[src/rtl/tick_pkg.sv]
package tick_pkg;
   typedef enum logic [1:0] {
      IDX_CTRL = 2'd0,
      IDX_LOAD = 2'd1,
      IDX_CUR  = 2'd2,
      IDX_NONE = 2'd3
   } tick_idx_e;

   localparam int BIT_EN   = 0;
   localparam int BIT_IE   = 1;
   localparam int BIT_SRC  = 2;
   localparam int BIT_FLAG = 16;
endpackage

[src/rtl/tick_bus_decode.sv]
module tick_bus_decode
   import tick_pkg::*;
#(
   parameter int IDX_W = 2
) (
   input  logic             sel,
   input  logic             wr,
   input  logic [IDX_W-1:0] idx,
   output logic             wr_ctrl,
   output logic             wr_load,
   output logic             wr_cur,
   output logic             rd_ctrl,
   output logic             rd_any,
   output tick_idx_e        which
);
   generate
      if (IDX_W != 2) begin : g_bad_idx
         $error("tick_bus_decode: IDX_W must be 2");
      end
   endgenerate

   always_comb begin
      which   = tick_idx_e'(idx);
      wr_ctrl = sel && wr && (which == IDX_CTRL);
      wr_load = sel && wr && (which == IDX_LOAD);
      wr_cur  = sel && wr && (which == IDX_CUR);
      rd_ctrl = sel && !wr && (which == IDX_CTRL);
      rd_any  = sel && !wr;
   end
endmodule

[src/rtl/tick_cfg_regs.sv]
module tick_cfg_regs
   import tick_pkg::*;
#(
   parameter int CNT_W      = 24,
   parameter int DATA_W     = 32,
   parameter bit HAS_SRCSEL = 1'b1
) (
   input  logic              clk,
   input  logic              rst_n,
   input  logic              wr_ctrl,
   input  logic              wr_load,
   input  logic [DATA_W-1:0] wdata,
   output logic              en,
   output logic              ie,
   output logic              src,
   output logic [CNT_W-1:0]  reload
);
   always_ff @(posedge clk) begin
      if (!rst_n) begin
         en     <= 1'b0;
         ie     <= 1'b0;
         reload <= '0;
      end else begin
         if (wr_ctrl) begin
            en <= wdata[BIT_EN];
            ie <= wdata[BIT_IE];
         end
         if (wr_load) reload <= wdata[CNT_W-1:0];
      end
   end

   generate
      if (HAS_SRCSEL) begin : g_src_store
         always_ff @(posedge clk) begin
            if (!rst_n)       src <= 1'b0;
            else if (wr_ctrl) src <= wdata[BIT_SRC];
         end
      end else begin : g_src_fixed
         assign src = 1'b1;
      end
   endgenerate
endmodule

[src/rtl/tick_down_counter.sv]
module tick_down_counter #(
   parameter int CNT_W = 24
) (
   input  logic             clk,
   input  logic             rst_n,
   input  logic             en,
   input  logic             clr,
   input  logic [CNT_W-1:0] reload,
   output logic [CNT_W-1:0] cnt,
   output logic             wrap
);
   localparam logic [CNT_W-1:0] ONE = CNT_W'(1);

   assign wrap = en && !clr && (cnt == ONE);

   always_ff @(posedge clk) begin
      if (!rst_n)             cnt <= '0;
      else if (clr)           cnt <= '0;
      else if (en) begin
         if (cnt == '0)       cnt <= reload;
         else                 cnt <= cnt - ONE;
      end
   end
endmodule

[src/rtl/tick_flag_irq.sv]
module tick_flag_irq (
   input  logic clk,
   input  logic rst_n,
   input  logic wrap,
   input  logic rd_clr,
   input  logic wr_clr,
   input  logic ie,
   output logic flag,
   output logic irq
);
   always_ff @(posedge clk) begin
      if (!rst_n) begin
         flag <= 1'b0;
         irq  <= 1'b0;
      end else begin
         if (wr_clr)      flag <= 1'b0;
         else if (wrap)   flag <= 1'b1;
         else if (rd_clr) flag <= 1'b0;
         irq <= wrap && ie;
      end
   end
endmodule

[src/rtl/tick_timer.sv]
module tick_timer
   import tick_pkg::*;
#(
   parameter int CNT_W      = 24,
   parameter int DATA_W     = 32,
   parameter int IDX_W      = 2,
   parameter bit HAS_SRCSEL = 1'b1
) (
   input  logic              clk,
   input  logic              rst_n,
   input  logic              bus_sel,
   input  logic              bus_wr,
   input  logic [IDX_W-1:0]  bus_idx,
   input  logic [DATA_W-1:0] bus_wdata,
   output logic [DATA_W-1:0] bus_rdata,
   output logic              tick_irq
);
   localparam int MIN_DATA_W = BIT_FLAG + 1;

   generate
      if (DATA_W < MIN_DATA_W || CNT_W > DATA_W || CNT_W < 2) begin : g_bad_width
         $error("tick_timer: widths out of range");
      end
   endgenerate

   logic             wr_ctrl, wr_load, wr_cur, rd_ctrl, rd_any;
   tick_idx_e        which;
   logic             en_q, ie_q, src_q, flag_q, wrap;
   logic [CNT_W-1:0] reload_q, cnt_q;

   tick_bus_decode #(.IDX_W(IDX_W)) i_dec (
      .sel(bus_sel), .wr(bus_wr), .idx(bus_idx),
      .wr_ctrl(wr_ctrl), .wr_load(wr_load), .wr_cur(wr_cur),
      .rd_ctrl(rd_ctrl), .rd_any(rd_any), .which(which)
   );

   tick_cfg_regs #(.CNT_W(CNT_W), .DATA_W(DATA_W), .HAS_SRCSEL(HAS_SRCSEL)) i_cfg (
      .clk(clk), .rst_n(rst_n), .wr_ctrl(wr_ctrl), .wr_load(wr_load),
      .wdata(bus_wdata), .en(en_q), .ie(ie_q), .src(src_q), .reload(reload_q)
   );

   tick_down_counter #(.CNT_W(CNT_W)) i_cnt (
      .clk(clk), .rst_n(rst_n), .en(en_q), .clr(wr_cur),
      .reload(reload_q), .cnt(cnt_q), .wrap(wrap)
   );

   tick_flag_irq i_flag (
      .clk(clk), .rst_n(rst_n), .wrap(wrap), .rd_clr(rd_ctrl),
      .wr_clr(wr_cur), .ie(ie_q), .flag(flag_q), .irq(tick_irq)
   );

   always_comb begin
      bus_rdata = '0;
      if (rd_any) begin
         case (which)
            IDX_CTRL: begin
               bus_rdata[BIT_EN]   = en_q;
               bus_rdata[BIT_IE]   = ie_q;
               bus_rdata[BIT_SRC]  = src_q;
               bus_rdata[BIT_FLAG] = flag_q;
            end
            IDX_LOAD: bus_rdata = DATA_W'(reload_q);
            IDX_CUR:  bus_rdata = DATA_W'(cnt_q);
            default:  bus_rdata = '0;
         endcase
      end
   end
endmodule

[config.mk]
export PLATFORM = sky130hd
export DESIGN_NAME = tick_timer
export DESIGN_NICKNAME = d
export VERILOG_FILES = /design/src/rtl/tick_pkg.sv /design/src/rtl/tick_bus_decode.sv /design/src/rtl/tick_cfg_regs.sv /design/src/rtl/tick_down_counter.sv /design/src/rtl/tick_flag_irq.sv /design/src/rtl/tick_timer.sv
export SDC_FILE = /design/constraint.sdc
export NUM_CORES = 1
export LEC_CHECK = 0
export CORE_MARGIN = 4
export CORE_UTILIZATION = 57
export CTS_BUF_LIST = sky130_fd_sc_hd__clkbuf_8
export DETAILED_ROUTE_END_ITERATION = 10
export PLACE_DENSITY = 0.95
export SYNTH_ARGS = -nofsm -noshare
export SYNTH_HDL_FRONTEND = slang
export SYNTH_HIERARCHICAL = 1
export SYNTH_SLANG_ARGS = --single-unit
export TNS_END_PERCENT = 20
[constraint.sdc]
create_clock -name clk -period 3.4 [get_ports clk]
set_input_delay 0.85 -clock clk [delete_from_list [all_inputs] [get_ports clk]]
set_output_delay 0.85 -clock clk [all_outputs]
set_load 0.01 [all_outputs]
==> results of run 1 <==
## layout make-up
type / count / area share
Multi-Input combinational cell: 287 / 0.514
Sequential cell: 53 / 0.266
Timing Repair Buffer: 68 / 0.171
Inverter: 6 / 0.00565
Clock buffer: 5 / 0.0173
Clock inverter: 3 / 0.00345
Tap cell: 72 / 0.0226
## what timing repair did
action | 4_1_cts | 5_1_grt
endpoints found under the hold margin | 0 | 0
setup endpoints to repair | 24 | 22
resized for setup | 6 | 7
buffers inserted | 0 | 0
pin swaps | 1 | 0
## stage by stage
stage | instances | total power [uW] | cell area [um2]
6_report | 494 | 1420 | 3990
5_1_grt | 494 | 1490 | 3990
4_1_cts | 494 | 1410 | 3980
3_5_place_dp | 486 | 1070 | 3890
3_3_place_gp | 486 | 1050 | 3890
2_1_floorplan | 381 | 967 | 3370
## power by group through the flow
stage / Clock (uW) / Combinational (uW) / Sequential [uW]
4_1_cts: 357 / 406 / 651
2_1_floorplan: 0 / 307 / 660
6_report: 351 / 417 / 652
5_1_grt: 383 / 449 / 654
3_3_place_gp: 0 / 386 / 665
3_5_place_dp: 0 / 402 / 665
## cells by family (layout without fill, tap and decap cells)
family,count (synthesis),count (layout),share of synthesized area
AO/OA/AOI/OAI,88,88,0.206
adder cells (fa/ha/maj),7,7,0.0262
buffers and inverters,41,82,0.0830
flip-flops,53,53,0.317
multiplexers,34,34,0.109
other,1,8,0.00112
AND/OR/NAND/NOR,150,150,0.257
## cell usage after synthesis, types with 4 or more instances
library cell  instances  area, um2
mux2i_1              28        280
nor2_2               10       62.6
nand3_1               5       25.0
nor2_1               33        124
ha_1                  7       87.6
nand2b_1              4       25.0
nor3_1               16       80.1
clkbuf_1             10       37.5
a211oi_1              6       45.0
a22oi_1              10       75.1
dfxtp_1              53       1060
nor4_1                7       43.8
a32o_1                7       70.1
buf_6                 6       67.6
buf_4                11       82.6
inv_1                 6       22.5
o21ai_0              18       90.1
nand4_1               5       31.3
a222oi_1              4       40.0
o2bb2ai_1             7       61.3
nand2_1              15       56.3
a22oi_2              11        138
buf_2                 4       20.0
mux2_4                5       75.1
nor2b_1              31        194
a21oi_1               8       40.0
## worst max-delay path, stage by stage
cell and delay, ns:
clkdlybuf4s50_1 0.52, and2b_2 0.17, nand2_1 0.09, buf_12 0.17
nor2_1 0.12, clkdlybuf4s50_1 0.55
## layer usage
| metal | wire [um] | share of wire | GRT usage | vias to the layer above |
|---|---|---|---|---|
| li1 | - | - | - | 1465 |
| met1 | 3480 | 0.40 | 0.288 | 1455 |
| met2 | 4370 | 0.51 | 0.419 | 154 |
| met3 | 552 | 0.064 | 0.0412 | 23 |
| met4 | 188 | 0.022 | 0.0863 | 0 |
| met5 | 0 | 0 | 0 | - |
## worst paths after layout
kind / startpoint / depth (start not counted) / to / slack, ns
worst max-delay path: bus_sel / 6 / bus_rdata[5] / 0.08
worst min-delay path: i_cnt/cnt[18] / 2 / i_cnt/cnt[18] / 0.52
worst max register to register: i_cnt/cnt[19] / 5 / i_cnt/cnt[6] / 0.71
worst min register to register: i_cnt/cnt[18] / 2 / i_cnt/cnt[18] / 0.52
## sequential cells by signal (all words and copies together) (netlist names)
register      flops
i_flag/irq        1
i_cnt/cnt        24
i_cfg/src         1
i_cfg/reload     24
i_flag/flag       1
i_cfg/en          1
i_cfg/ie          1
==> run metrics, run 1 <==
Reg area 1060 um2; antenna cell count 0; CTS Hold Bufs 0; VDD IR-drop max 0.221 mV; RSZ-0062 raised after global routing false; max-cap violations 0; WP data required 2.55 ns; sequential fraction of the synthesis area 0.317; dominant synthesized flop cell dfxtp_1; Yosys reg bits 53; synth warn 6; Num Clock Sinks 53; Root Buffer clkbuf_8; detailed-placement wirelength estimate 6.12 mm; EDFF count, synth 0; clock-pin slew on the worst setup and hold paths 0.09 ns; full die area 7160 um2; pre-CTS WS -0.293 ns; Seq pwr share 0.459; area of the multi-input gates 2050 um2; Tot GR Track Use 0.238; most common cell after layout, fill and taps aside dfxtp_1; Clk network pwr share 0.247; initial antenna violation count 0; Clock Path Buffers 2; most frequent cells in the layout 53 x dfxtp_1, 49 x clkdlybuf4s50_1, 33 x nor2_1, 31 x nor2b_1, 28 x mux2i_1; Synth-to-Final Area Change 19.1%; syn avg cell area 8.95 um2; GRT overflow 0; WHS 0.524 ns; Pint 957 uW; final period utilization 0.975; setup total negative slack 0 ns; end-of-flow core utilization 0.711; Syn Inst Count 374; Crit Path Class input port to output port; Die Y 84.6 um; Fill cells 425; Initial Util 0.597; number of DRC markers in iteration 0 267; drt first pass iters 5; total routed wirelength 8.59 mm; share of layout cells above drive strength 1 0.142; kind of end point of the critical path output port; CTS tree built; Pleak 0.00140 uW; first-pass GRT wire length 14.2 mm; post-synthesis async set-or-reset flop share 0; worst-path fanout max 20; Synth cell types 60; Final min period 3.32 ns; PwrDens 356 nW/um2; Core Area 5610 um2; switch share 0.326; Worst Setup Slack, final 0.0846 ns; Routed WL per cell 17.4 um; slew margin rel. 0.438; Setup-failing EPs final 0; DIE WIDTH 84.6 um; GPL Wtd Cong 0.897; Max Slew Vio Count 0; Antenna Violating Nets Remaining 0; vias in the first global route 2947; P_sw 463 uW; H-tree depth 2; Fin Clk Skew 0.00856 ns; Clk Latency, worst-skew pair 0.31 ns; routed via count 3097; Worst EP arrival 2.47 ns; Fin. Hold Viols 0; Rows 27; Slew @ Worst Pin 0.843 ns; DRC viols 0; Vias/cell 6.27; Comb power frac 0.294; Ports 71; status finished, final reports clean; nets 466; Port-buffer cells 54; cell area after synthesis 3350 um2; startpoint class of the critical path input port; achievable frequency 302 MHz; Worst Hold Class flip-flop to flip-flop; number of buffers created by CTS 5; largest net degree at the start of global routing 44
Power figures use the tool's default switching activity.
==> run 2: changes to the inputs <==
--- a/config.mk
+++ b/config.mk
@@ -6,10 +6,10 @@
 export NUM_CORES = 1
 export LEC_CHECK = 0
 export CORE_MARGIN = 4
-export CORE_UTILIZATION = 57
+export CORE_UTILIZATION = 40
 export CTS_BUF_LIST = sky130_fd_sc_hd__clkbuf_8
 export DETAILED_ROUTE_END_ITERATION = 10
-export PLACE_DENSITY = 0.95
+export PLACE_DENSITY = 0.74
 export SYNTH_ARGS = -nofsm -noshare
 export SYNTH_HDL_FRONTEND = slang
 export SYNTH_HIERARCHICAL = 1
==> run metrics, run 2 (synthesis results as in run 1) <==
status finished, final reports clean (unchanged); share of layout cells above drive strength 1 0.142 (about the same); GPL Wtd Cong 0.886 (was 0.897); Worst Setup Slack, final 0.150 ns (was 0.0846 ns); DRC viols 0 (unchanged); Clk Latency, worst-skew pair 0.30 ns (was 0.31 ns); placed inst area 3930 um2 (was 3890 um2); Worst EP arrival 2.40 ns (was 2.47 ns); CTS Hold Bufs 0 (unchanged); startpoint class of the critical path input port (unchanged); Rows 33 (was 27); H-tree depth 2 (unchanged); Antenna Violating Nets Remaining 0 (unchanged); Clk network pwr share 0.248 (was 0.247); max-cap violations 0 (unchanged); Fin. Hold Viols 0 (unchanged); RSZ-0062 raised after global routing false (unchanged); kind of end point of the critical path output port (unchanged); Crit Path Class input port to output port (unchanged); antenna cell count 0 (unchanged); Reg area 1060 um2 (unchanged); crit path capture bus_rdata[10] (was bus_rdata[5]); worst-case reg-to-reg path depth 5 (unchanged); hold depth 2 (unchanged); Fin Clk Skew 0.00738 ns (was 0.00856 ns); VDD IR-drop max 0.225 mV (was 0.221 mV); area of the multi-input gates 2040 um2 (was 2050 um2); Tot GR Track Use 0.167 (was 0.238); first-pass GRT wire length 13.6 mm (was 14.2 mm); worst-path fanout max 9 (was 20); Fill cells 785 (was 425); Die Y 99.5 um (was 84.6 um); drt first pass iters 5 (unchanged); postcts setup bufs 0 (unchanged); Reg2Reg Setup Slack 0.87 ns (was 0.71 ns); Setup-failing EPs final 0 (unchanged); Top Registers i_cfg/reload: 24 flops, i_cnt/cnt: 24 flops (unchanged); Post-Layout Inst Area 4000 um2 (was 3990 um2); Seq pwr share 0.462 (was 0.459); Clock Path Buffers 2 (unchanged); most common cell after layout, fill and taps aside dfxtp_1 (unchanged); Worst Hold Class flip-flop to flip-flop (unchanged); clock-pin slew on the worst setup and hold paths 0.10 ns (was 0.09 ns); final period utilization 0.956 (was 0.975); pre-CTS WS -0.215 ns (was -0.293 ns); Pint 958 uW (was 957 uW); Slew @ Worst Pin 0.853 ns (was 0.843 ns); achievable frequency 308 MHz (was 302 MHz); full die area 9900 um2 (was 7160 um2); total routed wirelength 8.32 mm (was 8.59 mm); Ports 71 (unchanged); Root Buffer clkbuf_8 (unchanged); Core Area 8180 um2 (was 5610 um2); CTS tree built (unchanged); Port-buffer cells 54 (unchanged); initial antenna violation count 0 (unchanged); switch share 0.320 (was 0.326); DIE WIDTH 99.5 um (was 84.6 um); Synth-to-Final Area Change 19.4% (was 19.1%); HP Start i_cfg/reload[1] (was i_cnt/cnt[18]); post-cts resize count 29 (was 6); Num Clock Sinks 53 (unchanged); most frequent cells in the layout 53 x dfxtp_1, 33 x nor2_1, 31 x nor2b_1, 29 x clkdlybuf4s50_1, 28 x mux2i_1 (was 53 x dfxtp_1, 49 x clkdlybuf4s50_1, 33 x nor2_1, 31 x nor2b_1, 28 x mux2i_1); GRT overflow 0 (unchanged); Final min period 3.25 ns (was 3.32 ns); Pleak 0.00147 uW (was 0.00140 uW); Initial Util 0.410 (was 0.597); Comb power frac 0.290 (was 0.294); CP Launch Point bus_idx[1] (was bus_sel); detailed-placement wirelength estimate 6.04 mm (was 6.12 mm); reg2reg end i_cnt/cnt[16] (was i_cnt/cnt[6]); number of buffers created by CTS 5 (unchanged); nets 467 (was 466); routed via count 2974 (was 3097); launch point of the worst reg-to-reg path i_cnt/cnt[9] (was i_cnt/cnt[19]); number of DRC markers in iteration 0 219 (was 267); Vias/cell 5.63 (was 6.27); PwrDens 353 nW/um2 (was 356 nW/um2); slew margin rel. 0.431 (was 0.438); largest net degree at the start of global routing 44 (unchanged); Max Slew Vio Count 0 (unchanged); vias in the first global route 2858 (was 2947); P_sw 451 uW (was 463 uW); WP data required 2.55 ns (about the same); Routed WL per cell 15.8 um (was 17.4 um)
[run 2: changes by cell type in the layout (fill, tap and decap cells not counted), sizes merged]
cell and delta:
dlygate4sd2 +24, clkdlybuf4s50 -20, clkbuf -2, dlymetal6s2s -2, buf +1, clkinvlp +1
inv -1
[run 2: worst min-delay path by stage]
stage                         endpoint  slack (ns)
after floorplan           i_cnt/cnt[1]        0.46
after global placement    i_cnt/cnt[1]        0.48
after detailed placement  i_cnt/cnt[1]        0.48
after CTS                 i_cnt/cnt[1]        0.49
after global routing      i_cnt/cnt[1]        0.53
final                     i_cnt/cnt[1]        0.49
[run 2: per-layer routing]
layer  vias up  track usage  share of wire
li1       1468            -              -
met1      1402        0.215           0.44
met2        91        0.285           0.49
met3        13       0.0273          0.046
met4         0       0.0525          0.016
met5         -            0              0
[run 2: layout make-up]
type,instances,share of cell area
multi-input combinational,287,0.511
timing repair buffer,69,0.164
tap,105,0.0329
clock inverter,3,0.00438
clock buffer,5,0.0172
sequential,53,0.265
inverter,6,0.00564
[run 2: power by group through the flow]
stage	registers (uW)	logic (uW)	clock network, uW
5_1_grt	654	441	390
6_report	652	408	350
2_1_floorplan	660	307	0
3_5_place_dp	666	400	0
3_3_place_gp	665	395	0
4_1_cts	652	403	364
[run 2: worst max-delay path: stages]
cell and delay (ns):
clkdlybuf4s50_1 0.52, inv_1 0.08, ha_2 0.23, buf_4 0.18, a22oi_1 0.18, nor2_1 0.07, dlygate4sd2_1 0.28
[run 2: per-stage QoR]
stage               total power (uW)  hold slack [ns]  setup TNS (ns)   util  cells
floorplan                        967            0.463               0      -    381
global placement                1060            0.477           -3.89  0.481    520
detailed placement              1070            0.482           -4.22  0.481    520
CTS                             1420            0.491               0  0.489    528
global route                    1480            0.528               0  0.489    528
finish                          1410            0.494               0  0.489    528
